==> src/rtl/rsp_cap_pkg.sv <==
package rsp_cap_pkg;

  typedef enum logic [1:0] {
    CAP_IDLE = 2'd0,
    CAP_TAKE = 2'd1,
    CAP_DROP = 2'd2
  } cap_state_e;

  // bytes of an oversized response that survive before the code byte
  localparam int unsigned KEPT_ON_OVERFLOW = 2;

  function automatic logic over_capacity(input int unsigned frame_len,
                                         input int unsigned cap);
    return frame_len > cap;
  endfunction

  function automatic logic keep_beat(input int unsigned idx,
                                     input logic        ovs,
                                     input int unsigned cap);
    if (ovs) return idx < KEPT_ON_OVERFLOW;
    return idx < cap;
  endfunction

  function automatic int unsigned stored_len(input int unsigned frame_len,
                                             input int unsigned cap);
    if (frame_len > cap) return KEPT_ON_OVERFLOW + 1;
    return frame_len;
  endfunction

endpackage

==> src/rtl/rsp_tag_ctr.sv <==
module rsp_tag_ctr #(
  parameter int unsigned TAG_W = 8
) (
  input  logic             clk,
  input  logic             rst_n,
  input  logic             bump_accept,
  input  logic             bump_abort,
  output logic [TAG_W-1:0] tag
);

  always_ff @(posedge clk or negedge rst_n) begin
    if (!rst_n) begin
      tag <= '0;
    end else if (bump_accept || bump_abort) begin
      tag <= tag + 1'b1;
    end
  end

endmodule

==> src/rtl/rsp_frame_cap.sv <==
module rsp_frame_cap
  import rsp_cap_pkg::*;
#(
  parameter int unsigned TAG_W  = 8,
  parameter int unsigned CAP    = 64,
  parameter int unsigned RLEN_W = 10,
  parameter int unsigned IDX_W  = 6,
  parameter int unsigned LEN_W  = 7
) (
  input  logic              clk,
  input  logic              rst_n,
  input  logic [TAG_W-1:0]  cur_tag,
  input  logic              abort_take,
  input  logic              rsp_valid,
  input  logic              rsp_last,
  input  logic [TAG_W-1:0]  rsp_tag,
  input  logic [RLEN_W-1:0] rsp_len,
  input  logic [7:0]        rsp_data,
  output logic              accept,
  output logic              wr_en,
  output logic [IDX_W-1:0]  wr_idx,
  output logic [7:0]        wr_data,
  output logic              cc_en,
  output logic              commit,
  output logic [LEN_W-1:0]  commit_len,
  output logic              drop_beat
);

  cap_state_e        state_q;
  logic [RLEN_W-1:0] idx_q;
  logic [RLEN_W-1:0] len_q;
  logic              ovs_q;

  logic              first_beat;
  logic              hit;
  logic [RLEN_W-1:0] cur_idx;
  logic [RLEN_W-1:0] cur_len;
  logic              cur_ovs;
  logic              take_beat;

  always_comb begin
    first_beat = rsp_valid && (state_q == CAP_IDLE);
    hit        = first_beat && (rsp_tag == cur_tag) && !abort_take;
    cur_idx    = (state_q == CAP_IDLE) ? '0 : idx_q;
    cur_len    = (state_q == CAP_IDLE) ? rsp_len : len_q;
    cur_ovs    = (state_q == CAP_IDLE) ? over_capacity(32'(rsp_len), CAP) : ovs_q;
    take_beat  = hit || (rsp_valid && (state_q == CAP_TAKE));
  end

  assign accept     = hit;
  assign wr_en      = take_beat && keep_beat(32'(cur_idx), cur_ovs, CAP);
  assign wr_idx     = cur_idx[IDX_W-1:0];
  assign wr_data    = rsp_data;
  assign commit     = take_beat && rsp_last;
  assign cc_en      = commit && cur_ovs;
  assign commit_len = LEN_W'(stored_len(32'(cur_len), CAP));
  assign drop_beat  = rsp_valid && ((first_beat && !hit) || (state_q == CAP_DROP));

  always_ff @(posedge clk or negedge rst_n) begin
    if (!rst_n) begin
      state_q <= CAP_IDLE;
      idx_q   <= '0;
      len_q   <= '0;
      ovs_q   <= 1'b0;
    end else begin
      case (state_q)
        CAP_IDLE: begin
          if (first_beat && !rsp_last) begin
            if (hit) begin
              state_q <= CAP_TAKE;
              idx_q   <= RLEN_W'(1);
              len_q   <= rsp_len;
              ovs_q   <= cur_ovs;
            end else begin
              state_q <= CAP_DROP;
            end
          end
        end
        CAP_TAKE: begin
          if (rsp_valid) begin
            idx_q <= idx_q + 1'b1;
            if (rsp_last) state_q <= CAP_IDLE;
          end
        end
        CAP_DROP: begin
          if (rsp_valid && rsp_last) state_q <= CAP_IDLE;
        end
        default: state_q <= CAP_IDLE;
      endcase
    end
  end

endmodule

==> src/rtl/rsp_buf_store.sv <==
module rsp_buf_store #(
  parameter int unsigned CAP   = 64,
  parameter logic [7:0]  CC    = 8'hCA,
  parameter int unsigned IDX_W = 6,
  parameter int unsigned LEN_W = 7
) (
  input  logic             clk,
  input  logic             rst_n,
  input  logic             wr_en,
  input  logic [IDX_W-1:0] wr_idx,
  input  logic [7:0]       wr_data,
  input  logic             cc_en,
  input  logic             commit,
  input  logic [LEN_W-1:0] commit_len,
  input  logic             err_load,
  input  logic [7:0]       err_code,
  input  logic             req_issue,
  input  logic             pop,
  output logic [LEN_W-1:0] buf_len,
  output logic [LEN_W-1:0] head_pos,
  output logic [7:0]       head_byte,
  output logic             drained
);

  logic [CAP-1:0][7:0] cells;
  logic [LEN_W-1:0]    len_q;
  logic [LEN_W-1:0]    pos_q;

  for (genvar e = 0; e < CAP; e++) begin : g_entry
    logic [7:0] cell_q;
    always_ff @(posedge clk or negedge rst_n) begin
      if (!rst_n) begin
        cell_q <= '0;
      end else if (wr_en && (wr_idx == IDX_W'(e))) begin
        cell_q <= wr_data;
      end else if (cc_en && (e == 2)) begin
        cell_q <= CC;
      end else if (err_load && !commit && (e == 0)) begin
        cell_q <= err_code;
      end
    end
    assign cells[e] = cell_q;
  end

  assign drained   = (pos_q >= len_q);
  assign head_byte = drained ? 8'h00 : cells[pos_q[IDX_W-1:0]];
  assign buf_len   = len_q;
  assign head_pos  = pos_q;

  always_ff @(posedge clk or negedge rst_n) begin
    if (!rst_n) begin
      len_q <= '0;
      pos_q <= '0;
    end else if (commit) begin
      len_q <= commit_len;
      pos_q <= '0;
    end else if (err_load) begin
      len_q <= LEN_W'(1);
      pos_q <= '0;
    end else if (req_issue) begin
      len_q <= '0;
      pos_q <= '0;
    end else if (pop && !drained) begin
      pos_q <= pos_q + 1'b1;
    end
  end

endmodule

==> src/rtl/rsp_capture_buffer.sv <==
module rsp_capture_buffer #(
  parameter int unsigned TAG_W  = 8,
  parameter int unsigned CAP    = 64,
  parameter logic [7:0]  CC     = 8'hCA,
  parameter int unsigned RLEN_W = 10,
  localparam int unsigned IDX_W = $clog2(CAP),
  localparam int unsigned LEN_W = $clog2(CAP + 1)
) (
  input  logic              clk,
  input  logic              rst_n,
  input  logic              req_issue,
  input  logic              abort_req,
  input  logic              err_state,
  input  logic              err_load,
  input  logic [7:0]        err_code,
  input  logic              rsp_valid,
  input  logic              rsp_last,
  input  logic [TAG_W-1:0]  rsp_tag,
  input  logic [RLEN_W-1:0] rsp_len,
  input  logic [7:0]        rsp_data,
  input  logic              pop,
  output logic [TAG_W-1:0]  req_tag,
  output logic              rsp_ready,
  output logic [LEN_W-1:0]  buf_len,
  output logic [7:0]        head_byte,
  output logic              drained
);

  logic             abort_take;
  logic             accept;
  logic             wr_en;
  logic [IDX_W-1:0] wr_idx;
  logic [7:0]       wr_data;
  logic             cc_en;
  logic             commit;
  logic [LEN_W-1:0] commit_len;
  logic             drop_beat;
  logic [LEN_W-1:0] head_pos;

  assign abort_take = abort_req && !err_state;

  rsp_tag_ctr #(.TAG_W(TAG_W)) u_tag (
    .clk         (clk),
    .rst_n       (rst_n),
    .bump_accept (accept),
    .bump_abort  (abort_take),
    .tag         (req_tag)
  );

  rsp_frame_cap #(
    .TAG_W (TAG_W),
    .CAP   (CAP),
    .RLEN_W(RLEN_W),
    .IDX_W (IDX_W),
    .LEN_W (LEN_W)
  ) u_cap (
    .clk        (clk),
    .rst_n      (rst_n),
    .cur_tag    (req_tag),
    .abort_take (abort_take),
    .rsp_valid  (rsp_valid),
    .rsp_last   (rsp_last),
    .rsp_tag    (rsp_tag),
    .rsp_len    (rsp_len),
    .rsp_data   (rsp_data),
    .accept     (accept),
    .wr_en      (wr_en),
    .wr_idx     (wr_idx),
    .wr_data    (wr_data),
    .cc_en      (cc_en),
    .commit     (commit),
    .commit_len (commit_len),
    .drop_beat  (drop_beat)
  );

  rsp_buf_store #(
    .CAP  (CAP),
    .CC   (CC),
    .IDX_W(IDX_W),
    .LEN_W(LEN_W)
  ) u_store (
    .clk        (clk),
    .rst_n      (rst_n),
    .wr_en      (wr_en),
    .wr_idx     (wr_idx),
    .wr_data    (wr_data),
    .cc_en      (cc_en),
    .commit     (commit),
    .commit_len (commit_len),
    .err_load   (err_load),
    .err_code   (err_code),
    .req_issue  (req_issue),
    .pop        (pop),
    .buf_len    (buf_len),
    .head_pos   (head_pos),
    .head_byte  (head_byte),
    .drained    (drained)
  );

  always_ff @(posedge clk or negedge rst_n) begin
    if (!rst_n) rsp_ready <= 1'b0;
    else        rsp_ready <= commit;
  end

endmodule

==> config.mk <==
export PLATFORM = sky130hd
export DESIGN_NAME = rsp_capture_buffer
export DESIGN_NICKNAME = d
export VERILOG_FILES = /design/src/rtl/rsp_cap_pkg.sv /design/src/rtl/rsp_tag_ctr.sv /design/src/rtl/rsp_frame_cap.sv /design/src/rtl/rsp_buf_store.sv /design/src/rtl/rsp_capture_buffer.sv
export SDC_FILE = /design/constraint.sdc
export NUM_CORES = 1
export LEC_CHECK = 0
export BUFFER_PORTS_ARGS = -buffer_cell sky130_fd_sc_hd__buf_2
export CORE_ASPECT_RATIO = 1.75
export CORE_MARGIN = 2
export CORE_UTILIZATION = 40
export DETAILED_ROUTE_END_ITERATION = 6
export GPL_ROUTABILITY_DRIVEN = 0
export PLACE_DENSITY_LB_ADDON = 0.25
export SLEW_MARGIN = 20
export SYNTH_ARGS = -nofsm -noshare
export SYNTH_HDL_FRONTEND = slang
export SYNTH_SLANG_ARGS = --single-unit
export TNS_END_PERCENT = 1
==> constraint.sdc <==
create_clock -name clk -period 6.25 [get_ports clk]
set_input_delay 0.625 -clock clk [delete_from_list [all_inputs] [get_ports clk]]
set_output_delay 0.625 -clock clk [all_outputs]
set_load 0.01 [all_outputs]
==> results of run 1 <==
-- routing by layer --
| metal | vias to the layer above | wire length, um |
|---|---|---|
| met5 | - | 0 |
| met4 | 0 | 2530 |
| met3 | 111 | 2250 |
| met2 | 332 | 39700 |
| met1 | 8336 | 27400 |
| li1 | 6572 | - |
-- flip-flops by register name (all words and copies together) (netlist names) --
register / flops
rsp_ready: 1
u_cap.state_q: 2
u_store.buf_len: 7
u_cap.ovs_q: 1
u_store.g_entry.cell_q: 512
u_store.head_pos: 7
u_cap.len_q: 10
u_tag.tag: 8
u_cap.idx_q: 10
-- through the flow --
stage	instance area [um2]	setup WS (ns)	std cells
3_3_place_gp	28400	2.30	2598
3_5_place_dp	28400	2.23	2598
6_report	30100	1.65	2691
4_1_cts	30100	1.60	2689
5_1_grt	30100	1.51	2690
2_1_floorplan	27200	2.33	1738
-- cell type report --
cell class / instances / area share, %
diodes: 2 / 0.0166
clock buffers: 72 / 4.87
clock inverters: 19 / 0.703
inverters: 11 / 0.137
multi-input cells: 1035 / 42.0
flip-flops and latches: 558 / 46.5
well taps: 896 / 3.73
repair buffers: 98 / 2.09
-- cells in the final DEF (no fill, tap or decap), types with 7 or more instances in the layout --
| master | n |
|---|---|
| mux2_4 | 152 |
| dfrtp_1 | 555 |
| clkbuf_16 | 51 |
| nand4_1 | 33 |
| xor2_1 | 10 |
| nand2_1 | 52 |
| xnor2_1 | 11 |
| nor4_4 | 16 |
| mux4_2 | 155 |
| clkinv_2 | 9 |
| nor4b_4 | 9 |
| and3_1 | 9 |
| mux2_2 | 187 |
| nand3_1 | 27 |
| nor2_1 | 28 |
| clkbuf_8 | 11 |
| mux2i_1 | 19 |
| inv_1 | 11 |
| buf_2 | 66 |
| o21ai_0 | 7 |
| nor3b_1 | 7 |
| a211oi_1 | 8 |
| mux2_1 | 175 |
| buf_4 | 27 |
| a21oi_1 | 18 |
| ha_1 | 10 |
| o31ai_1 | 8 |
| nor3_1 | 12 |
| clkbuf_1 | 10 |
| nand2b_1 | 8 |
-- cell families after synthesis --
logic type               count (synthesis)  share of synthesized area, %
AND/OR/NAND/NOR                        243                          6.44
adder cells (fa/ha/maj)                 10                         0.460
AO/OA/AOI/OAI                           73                          1.84
buffers and inverters                  145                          2.32
XOR/XNOR                                21                         0.676
flip-flops                             558                          51.3
multiplexers                           688                          36.9
-- report_power, final --
part	switching, mW	internal (mW)	leakage [nW]
Clock	1.43	1.80	0.816
Combinational	0.274	0.130	5.32
Sequential	0.0472	3.64	7.76
-- critical path, stage by stage (launching register included) --
cell,delay [ns]
dfrtp_4,0.82
ha_1,0.36
a21o_1,0.16
a31oi_1,0.13
o21ai_0,0.12
a21oi_1,0.26
inv_1,0.39
a221o_1,0.39
nor3_1,0.51
buf_2,0.25
-- worst paths after layout --
kind / to / slack (ns) / depth (start not counted)
min in group clk: u_cap.len_q[9] / 0.27 / 3
min reg2reg: u_cap.len_q[9] / 0.47 / 2
max in group asynchronous: u_store.g_entry[23].cell_q[4] / 4.55 / 2
min: u_tag.tag[4] / 0.12 / 1
max: head_byte[1] / 1.65 / 9
max reg2reg: u_store.g_entry[14].cell_q[2] / 2.60 / 6
==> impl_metrics.yaml, run 1 <==
clock_tree:
  cts_tree: "done"
  post_cts_resized: 0
  clock_path_buffers: 3
  cts_setup_buffers: 0
  ctsHoldBuffers: 0
  ctsHtreeMaxLevel: 2
  cts_buffers: 51
  cts_root_buffer: "clkbuf_16"
  clk_latency_ns: 0.60
  clk_pin_slew_ns: 0.06
  cts_sinks: 558
power:
  power.total_mw: 7.31
  peakVddDrop_mv: 0.185
  leakage_nw: 13.9
  powerDensity_nw_per_um2: 243
detailed_routing:
  vias: 15400
  drc: 0
  drt-initial-drc-count: 844
  wirelength_um: 71900
  first_pass_iters: 6
  avgViaCountPerCell: 5.70
  drt-wirelength-per-cell_um: 26.7
  drtAntennaViolNets: 0
yosys:
  synth_seq_cells: 558
  synth_edf_count: 0
  synthesis.area_um2: 27200
  synth.distinct_cells: 60
  syn_inst: 1738
  yosysMostFrequentCell: "dfrtp_1"
  avgSynthCellArea_um2: 15.6
  syn_nets: 1791
  synthFlopType: "dfrtp_1"
  synth_area_leader_cell: "dfrtp_1"
  synth_top_area_share_pct: 51.3
  synth_area_leaders: "dfrtp_1 51%, mux4_2 13%, mux2_4 8.4%, mux2_2 7.7%, mux2_1 7.2%"
  yosysSeqAreaShare_pct: 51.3
  yosysWarnings: 0
  async_flop_share_pct: 100
  yosys-top-cells-count: "558 x dfrtp_1, 187 x mux2_2, 175 x mux2_1"
sta:
  post-route-min-period_ns: 4.60
  hold_violations: 0
  fmax_ghz: 0.217
  tightest_slew_ns: 1.13
  slew_headroom_pct: 24.3
  period_share_pct: 73.6
  hold_slack_ns: 0.119
  skew_ns: 0.0232
  rsz0062_at_grt: "false"
  slew_viol_final: 0
  setup_viol: 0
  setup_tns_ns: 0
critical_path:
  critical_path_arrival_ns: 3.98
  path_max_fanout: 35
  end_kind: "output pin"
  cp-startpoint: "u_store.head_pos[2]"
  path_class: "flip-flop to output pin"
  cp-start-kind: "flip-flop"
  r2r-start: "u_cap.state_q[1]"
  critPathRequiredTime_ns: 5.62
finish:
  final_layout_size_suffix_gt1_share_pct: 39.8
  area_delta_synth_final_pct: 10.6
  fill_cells: 5917
  seqCellArea_um2: 14000
  multiInputGateArea_um2: 12600
  fin_nets: 1808
  fin_util_pct: 44.7
die:
  die_y_um: 349
  initial_core_util_pct: 40.4
  core-area_um2: 67300
  die_x_um: 201
  num_rows: 126
  io_pins: 68
  dieArea_um2: 70200
global_routing:
  gr-usage-met1_pct: 24.4
  grt_max_degree: 170
  grtUsageTotal_pct: 20.9
  met2_usage_pct: 39.5
  antenna_found_initial: 2
  first_global_vias: 16800
  busiest_layer: "met2"
  grt_use_met3_pct: 2.05
  grt_first_pass_wirelength_um: 110000
  grt_overflow_total: 0
placement:
  dp_hpwl_um: 48300
  port-buffer-count: 67
min_path:
  hp-class: "input port to asynchronous set/reset pin"
flow_run:
  drv_cap: 0
outcome:
  status: "finished clean"
No activity file was read; power rests on OpenSTA's default activity.
==> run 2, diff against run 1 <==
- clock period: 6.25 -> 4.59 ns (I/O delays scaled with it)
==> run 2 against run 1 <==
Compared with the run above:
- global-route usage decreased by 0.19 points
- worst setup slack got worse by 1.4 ns
- die area unchanged
- sequential share of layout area decreased by 0.38 points
- worst hold slack got worse by 0.031 ns
- core utilization increased by 0.37 points
- count of clock-buffer cells in the layout increased by 4
- combinational power increased by 38%
- first-iteration DRC count decreased by 6.3%
==> impl_metrics.yaml, run 2 (synthesis results as in run 1) <==
outcome:
  status: "finished clean"
detailed_routing:
  drc: 0
  first_pass_iters: 5
  drt-initial-drc-count: 791
  drtAntennaViolNets: 0
  vias: 15400
  wirelength_um: 71000
  drt-wirelength-per-cell_um: 26.2
  avgViaCountPerCell: 5.66
sta:
  fmax_ghz: 0.231
  slew_viol_final: 0
  setup_ws_ns: 0.267
  setup_tns_ns: 0
  tightest_slew_ns: 1.10
  period_share_pct: 94.2
  slew_headroom_pct: 26.0
  skew_ns: 0.0248
  hold_violations: 0
  rsz0062_at_grt: "false"
  setup_viol: 0
  post-route-min-period_ns: 4.32
power:
  combinationalPowerShare_pct: 5.6
  powerDensity_nw_per_um2: 328
  leakage_nw: 14.0
  power.share.clock_pct: 43.9
  cellInternalPower_mw: 7.59
  swShare_pct: 23.6
  peakVddDrop_mv: 0.305
  switchingPower_mw: 2.35
  p_seq_share_pct: 50.5
global_routing:
  antenna_found_initial: 2
  grtUsageTotal_pct: 20.7
  grt_max_degree: 119
  first_global_vias: 16900
  grt_overflow_total: 0
  grt_first_pass_wirelength_um: 110000
min_path:
  hp-class: "input port to flip-flop"
clock_tree:
  clk_latency_ns: 0.60
  cts_root_buffer: "clkbuf_16"
  ctsHoldBuffers: 0
  post_cts_resized: 0
  cts_buffers: 51
  cts_tree: "done"
  clock_path_buffers: 3
  ctsHtreeMaxLevel: 2
  cts_setup_buffers: 0
  clk_pin_slew_ns: 0.07
  cts_sinks: 558
die:
  initial_core_util_pct: 40.4
  die_y_um: 349
  core-area_um2: 67300
  io_pins: 68
  num_rows: 126
  die_x_um: 201
  dieArea_um2: 70200
finish:
  stdcell_count: 2715
  layout_commonest_cell: "dfrtp_1"
  max_flop_register: "u_store.g_entry.cell_q"
  final_cell_area_um2: 30300
  fin_util_pct: 45.0
  largestRegisters: "u_store.g_entry.cell_q (512), u_cap.idx_q (10), u_cap.len_q (10)"
  fin_nets: 1833
  area_delta_synth_final_pct: 11.5
  final_cell_mix: "555 x dfrtp_1, 187 x mux2_2, 175 x mux2_1, 155 x mux4_2, 152 x mux2_4"
  largest_reg_flops: 512
  final_layout_size_suffix_gt1_share_pct: 40.5
critical_path:
  path_class: "flip-flop to output pin"
  path_max_fanout: 35
  cp-start-kind: "flip-flop"
  critPathRequiredTime_ns: 4.13
  critical_path_arrival_ns: 3.86
  end_kind: "output pin"
placement:
  pre_cts_slack_ns: 0.867
  dp_hpwl_um: 48300
  placed_cell_area_um2: 28600
  dp_cells: 2621
  port-buffer-count: 67
flow_run:
  drv_cap: 0
[run 2: worst max-delay path, cell delays in order (launching register included)]
cell and delay (ns):
dfrtp_4 0.81, ha_1 0.37, a21o_1 0.16, a31oi_1 0.16
o21ai_0 0.11, a21oi_1 0.25, inv_1 0.40, a221o_1 0.39
nor3_1 0.37, buf_2 0.22
[run 2: metrics by stage]
step / total power, mW / hold WS (ns)
after floorplan: 5.38 / 0.163
after global placement: 5.66 / 0.446
after detailed placement: 5.68 / 0.462
after CTS: 10.1 / 0.0116
after global routing: 10.3 / 0.0932
final: 9.94 / 0.0884
[run 2: path summary, 6_finish.rpt]
| path | startpoint | end | slack (ns) | cells past startpoint |
|---|---|---|---|---|
| min in group asynchronous | rst_n | u_store.g_entry[10].cell_q[6] | 0.34 | 2 |
| worst max-delay path | u_store.head_pos[2] | head_byte[3] | 0.27 | 9 |
| worst min register to register | u_cap.len_q[7] | u_cap.len_q[7] | 0.47 | 2 |
| worst min-delay path | rsp_len[7] | u_cap.len_q[7] | 0.09 | 3 |
| worst max register to register | u_cap.idx_q[2] | u_store.g_entry[13].cell_q[5] | 1.03 | 5 |
| max in group asynchronous | rst_n | u_store.g_entry[3].cell_q[0] | 2.93 | 4 |
[run 2: area by class of cell]
class,instances,area [um2]
repair buffers,123,863
well taps,896,1120
clock buffers,76,1510
clock inverters,15,168
inverters,11,41.3
multi-input cells,1035,12600
flip-flops and latches,558,14000
fillers,5902,37000
diodes,1,2.50
[run 2: routing by layer]
metal / wire length [um] / share of wire (%) / vias up / global-route usage (%)
met2: 38700 / 54 / 282 / 39.0
met1: 27600 / 39 / 8335 / 24.2
met3: 1960 / 2.8 / 112 / 2.04
met4: 2770 / 3.9 / 0 / 7.91
li1: - / - / 6632 / -
met5: 0 / 0 / - / 0
[run 2: power by group through the flow]
stage / sequential (mW) / combinational, mW / clock [mW]
floorplan: 5.10 / 0.279 / 0
global placement: 5.11 / 0.554 / 0
detailed placement: 5.11 / 0.567 / 0
CTS: 5.02 / 0.570 / 4.46
global route: 5.02 / 0.616 / 4.64
finish: 5.02 / 0.557 / 4.36
